<file path="src/rtl/acc_alu_pkg.sv">
package acc_alu_pkg;

    localparam int DW  = 8;
    localparam int NIB = DW / 2;
    localparam int OPW = 5;

    typedef enum logic [OPW-1:0] {
        OP_ADD = 5'd0,
        OP_ADC = 5'd1,
        OP_SUB = 5'd2,
        OP_SBB = 5'd3,
        OP_CMP = 5'd4,
        OP_AND = 5'd5,
        OP_XOR = 5'd6,
        OP_OR  = 5'd7,
        OP_RLC = 5'd8,
        OP_RRC = 5'd9,
        OP_RAL = 5'd10,
        OP_RAR = 5'd11,
        OP_INC = 5'd12,
        OP_DEC = 5'd13,
        OP_CMA = 5'd14,
        OP_STC = 5'd15,
        OP_CMC = 5'd16,
        OP_DAA = 5'd17
    } alu_op_e;

    typedef struct packed {
        logic s;
        logic z;
        logic ac;
        logic p;
        logic cy;
    } alu_flags_t;

    // Status byte layout: s z 0 ac 0 p 1 cy
    function automatic logic [7:0] pack_flags(alu_flags_t f);
        return {f.s, f.z, 1'b0, f.ac, 1'b0, f.p, 1'b1, f.cy};
    endfunction

    // Refresh the three result-derived flags
    function automatic alu_flags_t set_zsp(alu_flags_t f, logic [DW-1:0] v);
        alu_flags_t r;
        r   = f;
        r.z = (v == '0);
        r.s = v[DW-1];
        r.p = ~^v;
        return r;
    endfunction

endpackage

</file>
<file path="src/rtl/alu_addsub.sv">
module alu_addsub #(
    parameter int W = 8
) (
    input  logic [W-1:0] a,
    input  logic [W-1:0] b,
    input  logic         sub,
    input  logic         cin,
    output logic [W-1:0] sum,
    output logic         cout,
    output logic         hc
);
    localparam int H = W / 2;

    logic [W-1:0] b_eff;
    logic         c0;
    logic [W:0]   full;
    logic [H:0]   low;

    // Subtraction as a + ~b + ~borrow; carry-outs invert to borrows
    always_comb begin
        b_eff = sub ? ~b : b;
        c0    = sub ? ~cin : cin;
        full  = {1'b0, a} + {1'b0, b_eff} + {{W{1'b0}}, c0};
        low   = {1'b0, a[H-1:0]} + {1'b0, b_eff[H-1:0]} + {{H{1'b0}}, c0};
        sum   = full[W-1:0];
        cout  = sub ? ~full[W] : full[W];
        hc    = sub ? ~low[H]  : low[H];
    end
endmodule

</file>
<file path="src/rtl/alu_logic_rot.sv">
module alu_logic_rot
    import acc_alu_pkg::*;
#(
    parameter int W = 8
) (
    input  logic [OPW-1:0] op,
    input  logic [W-1:0]   a,
    input  logic [W-1:0]   b,
    input  logic           cy_in,
    output logic [W-1:0]   res,
    output logic           cy_out
);
    always_comb begin
        res    = a;
        cy_out = cy_in;
        case (op)
            OP_AND: res = a & b;
            OP_XOR: res = a ^ b;
            OP_OR:  res = a | b;
            OP_CMA: res = ~a;
            OP_RLC: begin
                res    = {a[W-2:0], a[W-1]};
                cy_out = a[W-1];
            end
            OP_RRC: begin
                res    = {a[0], a[W-1:1]};
                cy_out = a[0];
            end
            OP_RAL: begin
                res    = {a[W-2:0], cy_in};
                cy_out = a[W-1];
            end
            OP_RAR: begin
                res    = {cy_in, a[W-1:1]};
                cy_out = a[0];
            end
            default: ;
        endcase
    end
endmodule

</file>
<file path="src/rtl/alu_decadj.sv">
module alu_decadj #(
    parameter int W = 8
) (
    input  logic [W-1:0] a,
    input  logic         ac_in,
    input  logic         cy_in,
    output logic [W-1:0] res,
    output logic         ac_out,
    output logic         cy_out
);
    localparam int H = W / 2;
    localparam logic [H-1:0] NINE = H'(9);
    localparam logic [H-1:0] SIX  = H'(6);

    logic         lo_fix;
    logic         hi_fix;
    logic [H:0]   lo_sum;
    logic [W:0]   stage1;

    always_comb begin
        lo_fix = ac_in || (a[H-1:0] > NINE);
        lo_sum = {1'b0, a[H-1:0]} + {1'b0, (lo_fix ? SIX : {H{1'b0}})};
        stage1 = {1'b0, a} + {{(W-H+1){1'b0}}, (lo_fix ? SIX : {H{1'b0}})};
        hi_fix = cy_in || stage1[W] || (stage1[W-1:H] > NINE);
        res    = stage1[W-1:0] + (hi_fix ? {SIX, {H{1'b0}}} : {W{1'b0}});
        ac_out = lo_sum[H];
        cy_out = hi_fix;
    end
endmodule

</file>
<file path="src/rtl/acc_alu.sv">
module acc_alu
    import acc_alu_pkg::*;
(
    input  logic           clk,
    input  logic           rst_n,
    input  logic           wr_en,
    input  logic [OPW-1:0] op,
    input  logic [DW-1:0]  acc_i,
    input  logic [DW-1:0]  opnd_i,
    output logic [DW-1:0]  res_o,
    output logic           acc_wr_o,
    output logic [7:0]     flags_o
);
    typedef struct packed {
        logic [DW-1:0] res;
        logic          wr;
        alu_flags_t    flg;
    } alu_next_t;

    alu_flags_t flags_q, flags_d;
    alu_next_t  nx;

    // Shared adder operand selection
    logic [DW-1:0] add_b, add_sum;
    logic          add_sub, add_cin, add_cout, add_hc;

    always_comb begin
        add_b   = opnd_i;
        add_sub = 1'b0;
        add_cin = 1'b0;
        case (op)
            OP_ADC: add_cin = flags_q.cy;
            OP_SUB, OP_CMP: add_sub = 1'b1;
            OP_SBB: begin
                add_sub = 1'b1;
                add_cin = flags_q.cy;
            end
            OP_INC: add_b = DW'(1);
            OP_DEC: begin
                add_b   = DW'(1);
                add_sub = 1'b1;
            end
            default: ;
        endcase
    end

    alu_addsub #(.W(DW)) u_addsub (
        .a    (acc_i),
        .b    (add_b),
        .sub  (add_sub),
        .cin  (add_cin),
        .sum  (add_sum),
        .cout (add_cout),
        .hc   (add_hc)
    );

    logic [DW-1:0] lr_res;
    logic          lr_cy;

    alu_logic_rot #(.W(DW)) u_logic_rot (
        .op     (op),
        .a      (acc_i),
        .b      (opnd_i),
        .cy_in  (flags_q.cy),
        .res    (lr_res),
        .cy_out (lr_cy)
    );

    logic [DW-1:0] da_res;
    logic          da_ac, da_cy;

    alu_decadj #(.W(DW)) u_decadj (
        .a      (acc_i),
        .ac_in  (flags_q.ac),
        .cy_in  (flags_q.cy),
        .res    (da_res),
        .ac_out (da_ac),
        .cy_out (da_cy)
    );

    // Next-value computation
    always_comb begin
        nx.res = acc_i;
        nx.wr  = 1'b0;
        nx.flg = flags_q;
        case (op)
            OP_ADD, OP_ADC, OP_SUB, OP_SBB, OP_CMP: begin
                nx.res    = add_sum;
                nx.wr     = (op != OP_CMP);
                nx.flg    = set_zsp(flags_q, add_sum);
                nx.flg.cy = add_cout;
                nx.flg.ac = add_hc;
            end
            OP_AND, OP_XOR, OP_OR: begin
                nx.res    = lr_res;
                nx.wr     = 1'b1;
                nx.flg    = set_zsp(flags_q, lr_res);
                nx.flg.cy = 1'b0;
                nx.flg.ac = 1'b0;
            end
            OP_RLC, OP_RRC, OP_RAL, OP_RAR: begin
                nx.res    = lr_res;
                nx.wr     = 1'b1;
                nx.flg.cy = lr_cy;
            end
            OP_CMA: begin
                nx.res = lr_res;
                nx.wr  = 1'b1;
            end
            OP_INC, OP_DEC: begin
                nx.res    = add_sum;
                nx.wr     = 1'b1;
                nx.flg    = set_zsp(flags_q, add_sum);
                nx.flg.ac = add_hc;
            end
            OP_STC: nx.flg.cy = 1'b1;
            OP_CMC: nx.flg.cy = ~flags_q.cy;
            OP_DAA: begin
                nx.res    = da_res;
                nx.wr     = 1'b1;
                nx.flg    = set_zsp(flags_q, da_res);
                nx.flg.cy = da_cy;
                nx.flg.ac = da_ac;
            end
            default: ;
        endcase
        flags_d = wr_en ? nx.flg : flags_q;
    end

    always_ff @(posedge clk or negedge rst_n) begin
        if (!rst_n) flags_q <= '0;
        else        flags_q <= flags_d;
    end

    assign res_o    = nx.res;
    assign acc_wr_o = nx.wr & wr_en;
    assign flags_o  = pack_flags(flags_q);

endmodule

</file>
<file path="config.mk">
export PLATFORM = sky130hd
export DESIGN_NAME = acc_alu
export DESIGN_NICKNAME = d
export VERILOG_FILES = /design/src/rtl/acc_alu_pkg.sv /design/src/rtl/alu_addsub.sv /design/src/rtl/alu_logic_rot.sv /design/src/rtl/alu_decadj.sv /design/src/rtl/acc_alu.sv
export SDC_FILE = /design/constraint.sdc
export NUM_CORES = 1
export LEC_CHECK = 0
export ABC_AREA = 1
export BUFFER_PORTS_ARGS = -buffer_cell sky130_fd_sc_hd__clkbuf_2
export CORE_MARGIN = 2
export CORE_UTILIZATION = 55
export CTS_CLUSTER_DIAMETER = 120
export DETAILED_ROUTE_END_ITERATION = 6
export MAX_ROUTING_LAYER = met4
export PLACE_DENSITY_LB_ADDON = 0.2
export SLEW_MARGIN = 0
export SYNTH_ARGS = -nofsm -noshare
export SYNTH_HDL_FRONTEND = slang
export SYNTH_SLANG_ARGS = --single-unit
</file>
<file path="constraint.sdc">
create_clock -name clk -period 10.85 [get_ports clk]
set_input_delay 1.085 -clock clk [delete_from_list [all_inputs] [get_ports clk]]
set_output_delay 1.085 -clock clk [all_outputs]
set_load 0.1 [all_outputs]
</file>
==> impl_metrics.tcl, run 1 <==
set metrics [dict create \
    fp.dieH_um 72.9 \
    power_leakage_nw 1.65 \
    worstSkewPairLatency_ps 220 \
    dieArea_sq_mm 0.00531 \
    gp_congestion 0.961 \
    clock_tree.htree_level_count 1 \
    cpPeakStageDelay_ps 450 \
    synthMostInstantiatedCell "sky130_fd_sc_hd__nand2_1" \
    critical_path.cell_chain "clkbuf_2 > inv_1 > a21oi_1 > nor2_1 > inv_1 > ha_1 > inv_1 > fa_1 > inv_1 > nand3_1 > xor2_1 > nand2_1 > nand2_1 > nand2_1 > ha_1 > inv_1 > fa_1 > or2_2 > nand4_1 > clkbuf_2" \
    post_cts_setup_inserts 0 \
    cts_tree "built" \
    diodes 0 \
    slew_limit_fails 0 \
    grt_start_max_net_pins 14 \
    grt_pass1_vias 2623 \
    ctsResizeCount 0 \
    drv.max_cap_violation_count 0 \
    synth_enable_flop_cells 0 \
    wire_per_inst_um 14.2 \
    finish.instance_area_sq_mm 0.00278 \
    timing.final.setup_violations 0 \
    regToRegSetupSlack_ps 7190 \
    critical_path.slowest_cell "sky130_fd_sc_hd__clkbuf_2" \
    worst_hold_path_type "reg -> reg" \
    fin_crit_ps 5760 \
    synth.ff_latch_count 5 \
    ys.flop_type "sky130_fd_sc_hd__dfrtp_1" \
    crit_path_max_fanout 12 \
    cts_buffers 3 \
    timing.setup.tns_ps 0 \
    f_max_mhz 174 \
    layoutNonFillerInstCount 506 \
    tightest_slew_ps 651 \
    timing.critical_path.arrival_ps 4670 \
    antenna_violating_nets_post_route 0 \
    post_synth_inst_count 428 \
    report.power.total_uw 341 \
    floorplan.core_area_sq_mm 0.00466 \
    finish.net_count 519 \
    place.detailed.hpwl_um 6080 \
    antenna_violations_before_repair 0 \
    largest_register_ff_count 5 \
    dpl.cell_count 502 \
    row_count 25 \
    synth.cell_area_sq_mm 0.00261 \
    floorplan.die.width_um 72.9 \
    cp_common_cell "sky130_fd_sc_hd__inv_1" \
    detail_route.iter0.violations 182 \
    buffer_ports.inserted 37 \
    post_synth_num_cell_types 39 \
    hold_viol 0 \
    ys_top_cells_by_area "sky130_fd_sc_hd__ha_1, sky130_fd_sc_hd__nand2_1, sky130_fd_sc_hd__inv_1" \
    proportion_of_layout_cells_with_a_drive_suffix_above_1 0.186 \
    fillCellCount 481 \
    tritoncts_sinks 5 \
    vias 2771 \
    dpl_cell_area_sq_mm 0.00273 \
    worst_setup_path_end_kind "output pin" \
    fin_skew_ps 1.88 \
    syn-mean-instance-area_sq_um 6.09 \
    grtUsageTotal 0.294 \
    max-clock-path-buffers 2 \
    synth.cells.most_frequent "sky130_fd_sc_hd__nand2_1, sky130_fd_sc_hd__inv_1, sky130_fd_sc_hd__nor2_1" \
    yosysWarnings 0 \
    synth_sequential_area_ratio 0.0480 \
    critical_path.startpoint_type "input port" \
    rsz0062_at_grt "false" \
    layout_worst_path_cycle_share 0.530 \
    final_wl_um 7200 \
    dr.pass1.iters 4 \
    area_growth_syn_to_layout_pct 6.53 \
    clk_transition_reported_paths_ps 30 \
    synthDominantAreaCellType "sky130_fd_sc_hd__ha_1" \
    slew_headroom 0.565 \
    p_per_area_mw_per_mm2 123 \
    vias_cell 5.48 \
    fin_util 0.596 \
    drc_errors 0 \
    detailedPlace.worstSlack_ps 5130 \
    final.setup.worst_slack_ps 5090 \
    netlist.area_leader.share 0.182 \
    status "complete, no violations" \
    initial_core_util 0.559 \
    crit_required_ps 9770 \
    top_level_ports 41 \
    async_flop_share 1.00 \
    hold-worst-slack_ps 482 \
    crit_type "in -> out" \
    postCtsHoldBufs 0 \
    wire_length_of_the_first_global_routing_pass_um 12200 \
    total_overflow_reported_by_the_global_router 0 \
    max-vdd-ir-drop_uv 92.6 \
    clock_root_buffer "sky130_fd_sc_hd__clkbuf_8" \
]
[logic make-up after synthesis]
group,Yosys count,share of synthesized area
compound gates,43,0.0974
xor+xnor,23,0.0773
fa+ha+maj,42,0.213
buf+inv,80,0.142
flops,5,0.0480
other cells,2,0.00288
simple gates,233,0.420
[per-layer routing]
metal  part of all wire  global-route usage
met1               0.45               0.399
met2               0.47               0.481
met3              0.062             0.00829
met4              0.021              0.0823
met5                  0                   -
[critical path, delay by kind of cell]
family	cells	cell delay (ps)
compound gates	1	160
xor+xnor	1	220
fa+ha+maj	4	1240
buf+inv	7	1160
simple gates	7	810
[worst paths after layout]
path / from / endpoint / cells past startpoint
hold / removal: flags_o[2]$_DFFE_PN0P_ / flags_o[2]$_DFFE_PN0P_ / 2
hold reg to reg: flags_o[2]$_DFFE_PN0P_ / flags_o[2]$_DFFE_PN0P_ / 2
max in group asynchronous: rst_n / flags_o[6]$_DFFE_PN0P_ / 1
setup reg to reg: flags_o[4]$_DFFE_PN0P_ / flags_o[2]$_DFFE_PN0P_ / 23
setup / recovery: acc_i[3] / res_o[6] / 20
min in group asynchronous: rst_n / flags_o[0]$_DFFE_PN0P_ / 1
[cell usage in the layout, fill, tap and decap left out, drive strengths merged]
cell / Yosys / routed
nor2: 52 / 52
o21a: 3 / 3
a21o: 1 / 1
o22ai: 8 / 8
o21ai: 12 / 12
clkbuf: 0 / 41
conb: 2 / 3
a31oi: 1 / 1
nand3: 26 / 26
nand2: 129 / 129
ha: 38 / 38
clkinv: 2 / 2
o31ai: 1 / 1
or2: 5 / 5
nand4: 8 / 8
nand3b: 5 / 5
inv: 60 / 60
nor3: 8 / 8
a21oi: 16 / 16
xnor2: 8 / 8
o21bai: 1 / 1
fa: 4 / 4
dfrtp: 5 / 5
xor2: 15 / 15
[report_power, final]
group / switching [mW] / internal [mW] / total (mW) / leakage, nW
Sequential: 0.00497 / 0.0235 / 0.0285 / 0.0633
Combinational: 0.198 / 0.0816 / 0.279 / 1.56
Clock: 0.00830 / 0.0251 / 0.0334 / 0.0228
Total: 0.211 / 0.130 / 0.341 / 1.65
[cell type report]
class	count	area (sq um)	share of cell area
Multi-Input combinational cell	344	2120	0.762
Inverter	62	238	0.0856
Timing Repair Buffer	37	185	0.0667
Sequential cell	5	125	0.0450
Tap cell	54	67.6	0.0243
Clock buffer	4	45.0	0.0162
No activity file was read; power rests on OpenSTA's default activity.
==> run 2, diff against run 1 <==
--- a/config.mk
+++ b/config.mk
@@ -5,10 +5,10 @@
 export SDC_FILE = /design/constraint.sdc
 export NUM_CORES = 1
 export LEC_CHECK = 0
-export ABC_AREA = 1
+export ABC_AREA = 0
 export BUFFER_PORTS_ARGS = -buffer_cell sky130_fd_sc_hd__clkbuf_2
 export CORE_MARGIN = 2
-export CORE_UTILIZATION = 55
+export CORE_UTILIZATION = 54
 export CTS_CLUSTER_DIAMETER = 120
 export DETAILED_ROUTE_END_ITERATION = 6
 export MAX_ROUTING_LAYER = met4
==> constraint.sdc (replaced) <==
create_clock -name clk -period 5.2 [get_ports clk]
set_input_delay 0.52 -clock clk [delete_from_list [all_inputs] [get_ports clk]]
set_output_delay 0.52 -clock clk [all_outputs]
set_load 0.1 [all_outputs]
==> impl_metrics.tcl, run 2 <==
set metrics [dict create \
    worstSkewPairLatency_ps 220 \
    worst_setup_path_end_kind "output pin" \
    cts_tree "built" \
    ctsResizeCount 0 \
    startpoint "op[3]" \
    synthDominantAreaCellType "sky130_fd_sc_hd__ha_1" \
    total_overflow_reported_by_the_global_router 0 \
    critical_path.startpoint_type "input port" \
    rsz0062_at_grt "false" \
    ys_top_cells_by_area "sky130_fd_sc_hd__ha_1, sky130_fd_sc_hd__a21oi_1, sky130_fd_sc_hd__nor2_1" \
    critical_path.slowest_cell "sky130_fd_sc_hd__fa_1" \
    synth.cell_area_sq_mm 0.00271 \
    grtUsageTotal 0.308 \
    wire_length_of_the_first_global_routing_pass_um 13000 \
    slew_headroom 0.474 \
    gp_congestion 0.953 \
    vias 2946 \
    fin_util 0.597 \
    rr_startpoint "flags_o[4]$_DFFE_PN0P_" \
    layout_worst_path_cycle_share 0.923 \
    netSwitchingPower_uw 420 \
    multiInputGateArea_sq_mm 0.00227 \
    final.setup.worst_slack_ps 399 \
    regToRegSetupSlack_ps 1030 \
    layoutNonFillerInstCount 473 \
    synth.ff_latch_count 5 \
    row_count 25 \
    area_growth_syn_to_layout_pct 5.64 \
    clk_transition_reported_paths_ps 40 \
    crit_required_ps 4680 \
    grt_start_max_net_pins 31 \
    cts_buffers 3 \
    postCtsHoldBufs 0 \
    report.power.total_uw 705 \
    combinationalPowerShare 0.821 \
    area_of_all_sequential_standard_cells_sq_um 125 \
    critical_path.cell_chain "clkbuf_2 > nand2b_1 > and2_1 > o22ai_1 > nand2_1 > nand3_1 > fa_1 > fa_1 > a211oi_1 > o21bai_1 > a21oi_1 > xor2_1 > nor2_1 > or3_1 > clkbuf_2" \
    floorplan.die.width_um 74.8 \
    place.detailed.hpwl_um 6390 \
    f_max_mhz 208 \
    seqPwrFrac 0.080 \
    fin_crit_ps 4800 \
    clock_root_buffer "sky130_fd_sc_hd__clkbuf_8" \
    design_internal_power_uw 285 \
    initial_core_util 0.565 \
    power.clock.fraction 0.099 \
    ys.flop_type "sky130_fd_sc_hd__dfrtp_1" \
    floorplan.core_area_sq_mm 0.00479 \
    proportion_of_layout_cells_with_a_drive_suffix_above_1 0.138 \
    dpl.cell_count 469 \
    crit_type "in -> out" \
    max-clock-path-buffers 2 \
    finish.net_count 473 \
    timing.critical_path.arrival_ps 4280 \
    tightest_slew_ps 784 \
    crit_path_max_fanout 21 \
    async_flop_share 1.00 \
    layout.cells.most_common_list "sky130_fd_sc_hd__nor2_1, sky130_fd_sc_hd__a21oi_1, sky130_fd_sc_hd__ha_1" \
    fillCellCount 489 \
    top_level_ports 41 \
    dr.pass1.iters 5 \
    post_synth_num_cell_types 58 \
    synth.cells.most_frequent "sky130_fd_sc_hd__a21oi_1, sky130_fd_sc_hd__nor2_1, sky130_fd_sc_hd__ha_1" \
    drv.max_cap_violation_count 0 \
    cpPeakStageDelay_ps 460 \
    diodes 0 \
    final_wl_um 8090 \
    buffer_ports.inserted 37 \
    dieArea_sq_mm 0.00559 \
    timing.setup.tns_ps 0 \
    tritoncts_sinks 5 \
    endpoint "res_o[6]" \
    wire_per_inst_um 17.1 \
    slew_limit_fails 0 \
    grt_pass1_vias 2526 \
    worst_hold_path_type "in -> async" \
    drc_errors 0 \
    fp.dieH_um 74.8 \
    power_switching_share 0.596 \
    timing.final.setup_violations 0 \
    status "complete, no violations" \
    yosysWarnings 0 \
    largest_register_ff_count 5 \
    synth_sequential_area_ratio 0.0462 \
    synth_enable_flop_cells 0 \
    post_synth_inst_count 396 \
    detailedPlace.worstSlack_ps 459 \
    vias_cell 6.23 \
    fin_skew_ps 3.09 \
    syn-mean-instance-area_sq_um 6.83 \
    antenna_violating_nets_post_route 0 \
    netlist.area_leader.share 0.176 \
    p_per_area_mw_per_mm2 247 \
    max-vdd-ir-drop_uv 154 \
    endpoint_of_the_worst_register_to_register_path "flags_o[2]$_DFFE_PN0P_" \
    antenna_violations_before_repair 0 \
    power_leakage_nw 1.39 \
    clock_tree.htree_level_count 1 \
    r2r.worst_path.cells 19 \
    post_cts_setup_inserts 0 \
    detail_route.iter0.violations 362 \
    hold_viol 0 \
]
==> run 2: cell types whose count changed in the layout (fill, tap and decap cells not counted), moves of 6 or more <==
cell	change
sky130_fd_sc_hd__a21oi_1	+31
sky130_fd_sc_hd__o22ai_1	+6
sky130_fd_sc_hd__inv_1	-19
sky130_fd_sc_hd__mux2i_1	+11
sky130_fd_sc_hd__nor2_2	-7
sky130_fd_sc_hd__inv_2	-10
sky130_fd_sc_hd__nand2_2	-6
sky130_fd_sc_hd__nand2b_1	+9
sky130_fd_sc_hd__nand2_1	-91
sky130_fd_sc_hd__o21ai_0	+12
sky130_fd_sc_hd__nand3_1	-19
==> run 2: power groups by stage <==
stage          clock (mW)  sequential, mW  combinational (mW)
6_report           0.0700          0.0562               0.579
5_1_grt            0.0751          0.0570               0.627
4_1_cts            0.0716          0.0562               0.574
3_5_place_dp            0          0.0567               0.571
3_3_place_gp            0          0.0556               0.566
2_1_floorplan           0          0.0937               0.439
==> run 2: worst min-delay path by stage <==
stage	from	endpoint	cells past startpoint
after CTS	rst_n	flags_o[4]$_DFFE_PN0P_	1
after global routing	rst_n	flags_o[4]$_DFFE_PN0P_	1
after global placement	rst_n	flags_o[7]$_DFFE_PN0P_	1
after floorplan	rst_n	flags_o[0]$_DFFE_PN0P_	0
after detailed placement	rst_n	flags_o[4]$_DFFE_PN0P_	1
final	rst_n	flags_o[4]$_DFFE_PN0P_	1
==> run 2: final cells by class <==
type,count,area share
multi-input combinational,326,0.795
timing repair buffer,42,0.0779
sequential,5,0.0438
inverter,29,0.0381
tap,67,0.0293
clock buffer,4,0.0158
==> run 2: metal layers <==
| layer | global-route usage | vias to the layer above | share of wire |
|---|---|---|---|
| met4 | 0.0258 | 0 | 0.0043 |
| met5 | - | - | 0 |
| met1 | 0.449 | 1365 | 0.45 |
| met3 | 0.0120 | 4 | 0.080 |
| li1 | - | 1426 | - |
| met2 | 0.494 | 151 | 0.46 |
==> run 2: worst max-delay path, delay by kind of cell <==
kind / cells / cell delay, ps
simple gates: 6 / 1130
xor+xnor: 1 / 310
fa+ha+maj: 2 / 900
buf+inv: 2 / 700
compound gates: 4 / 730
==> run 2: cells by family (layout without fill, tap and decap cells) <==
group / Yosys count / after routing / synth area share
buffers and inverters: 66 / 75 / 0.115
muxes: 13 / 13 / 0.0490
and+or+nand+nor: 119 / 119 / 0.214
DFF: 5 / 5 / 0.0462
xor gates and xnor gates: 21 / 21 / 0.0680
adders and majority gates: 42 / 42 / 0.205
AOI/OAI and AO/OA: 128 / 128 / 0.300
other: 2 / 3 / 0.00277
==> run 2: metrics by stage <==
step / cell area (sq um) / hold slack, ps
after floorplan: 2710 / 224
after global placement: 2810 / 339
after detailed placement: 2810 / 340
after CTS: 2860 / 109
after global routing: 2860 / 110
final: 2860 / 110
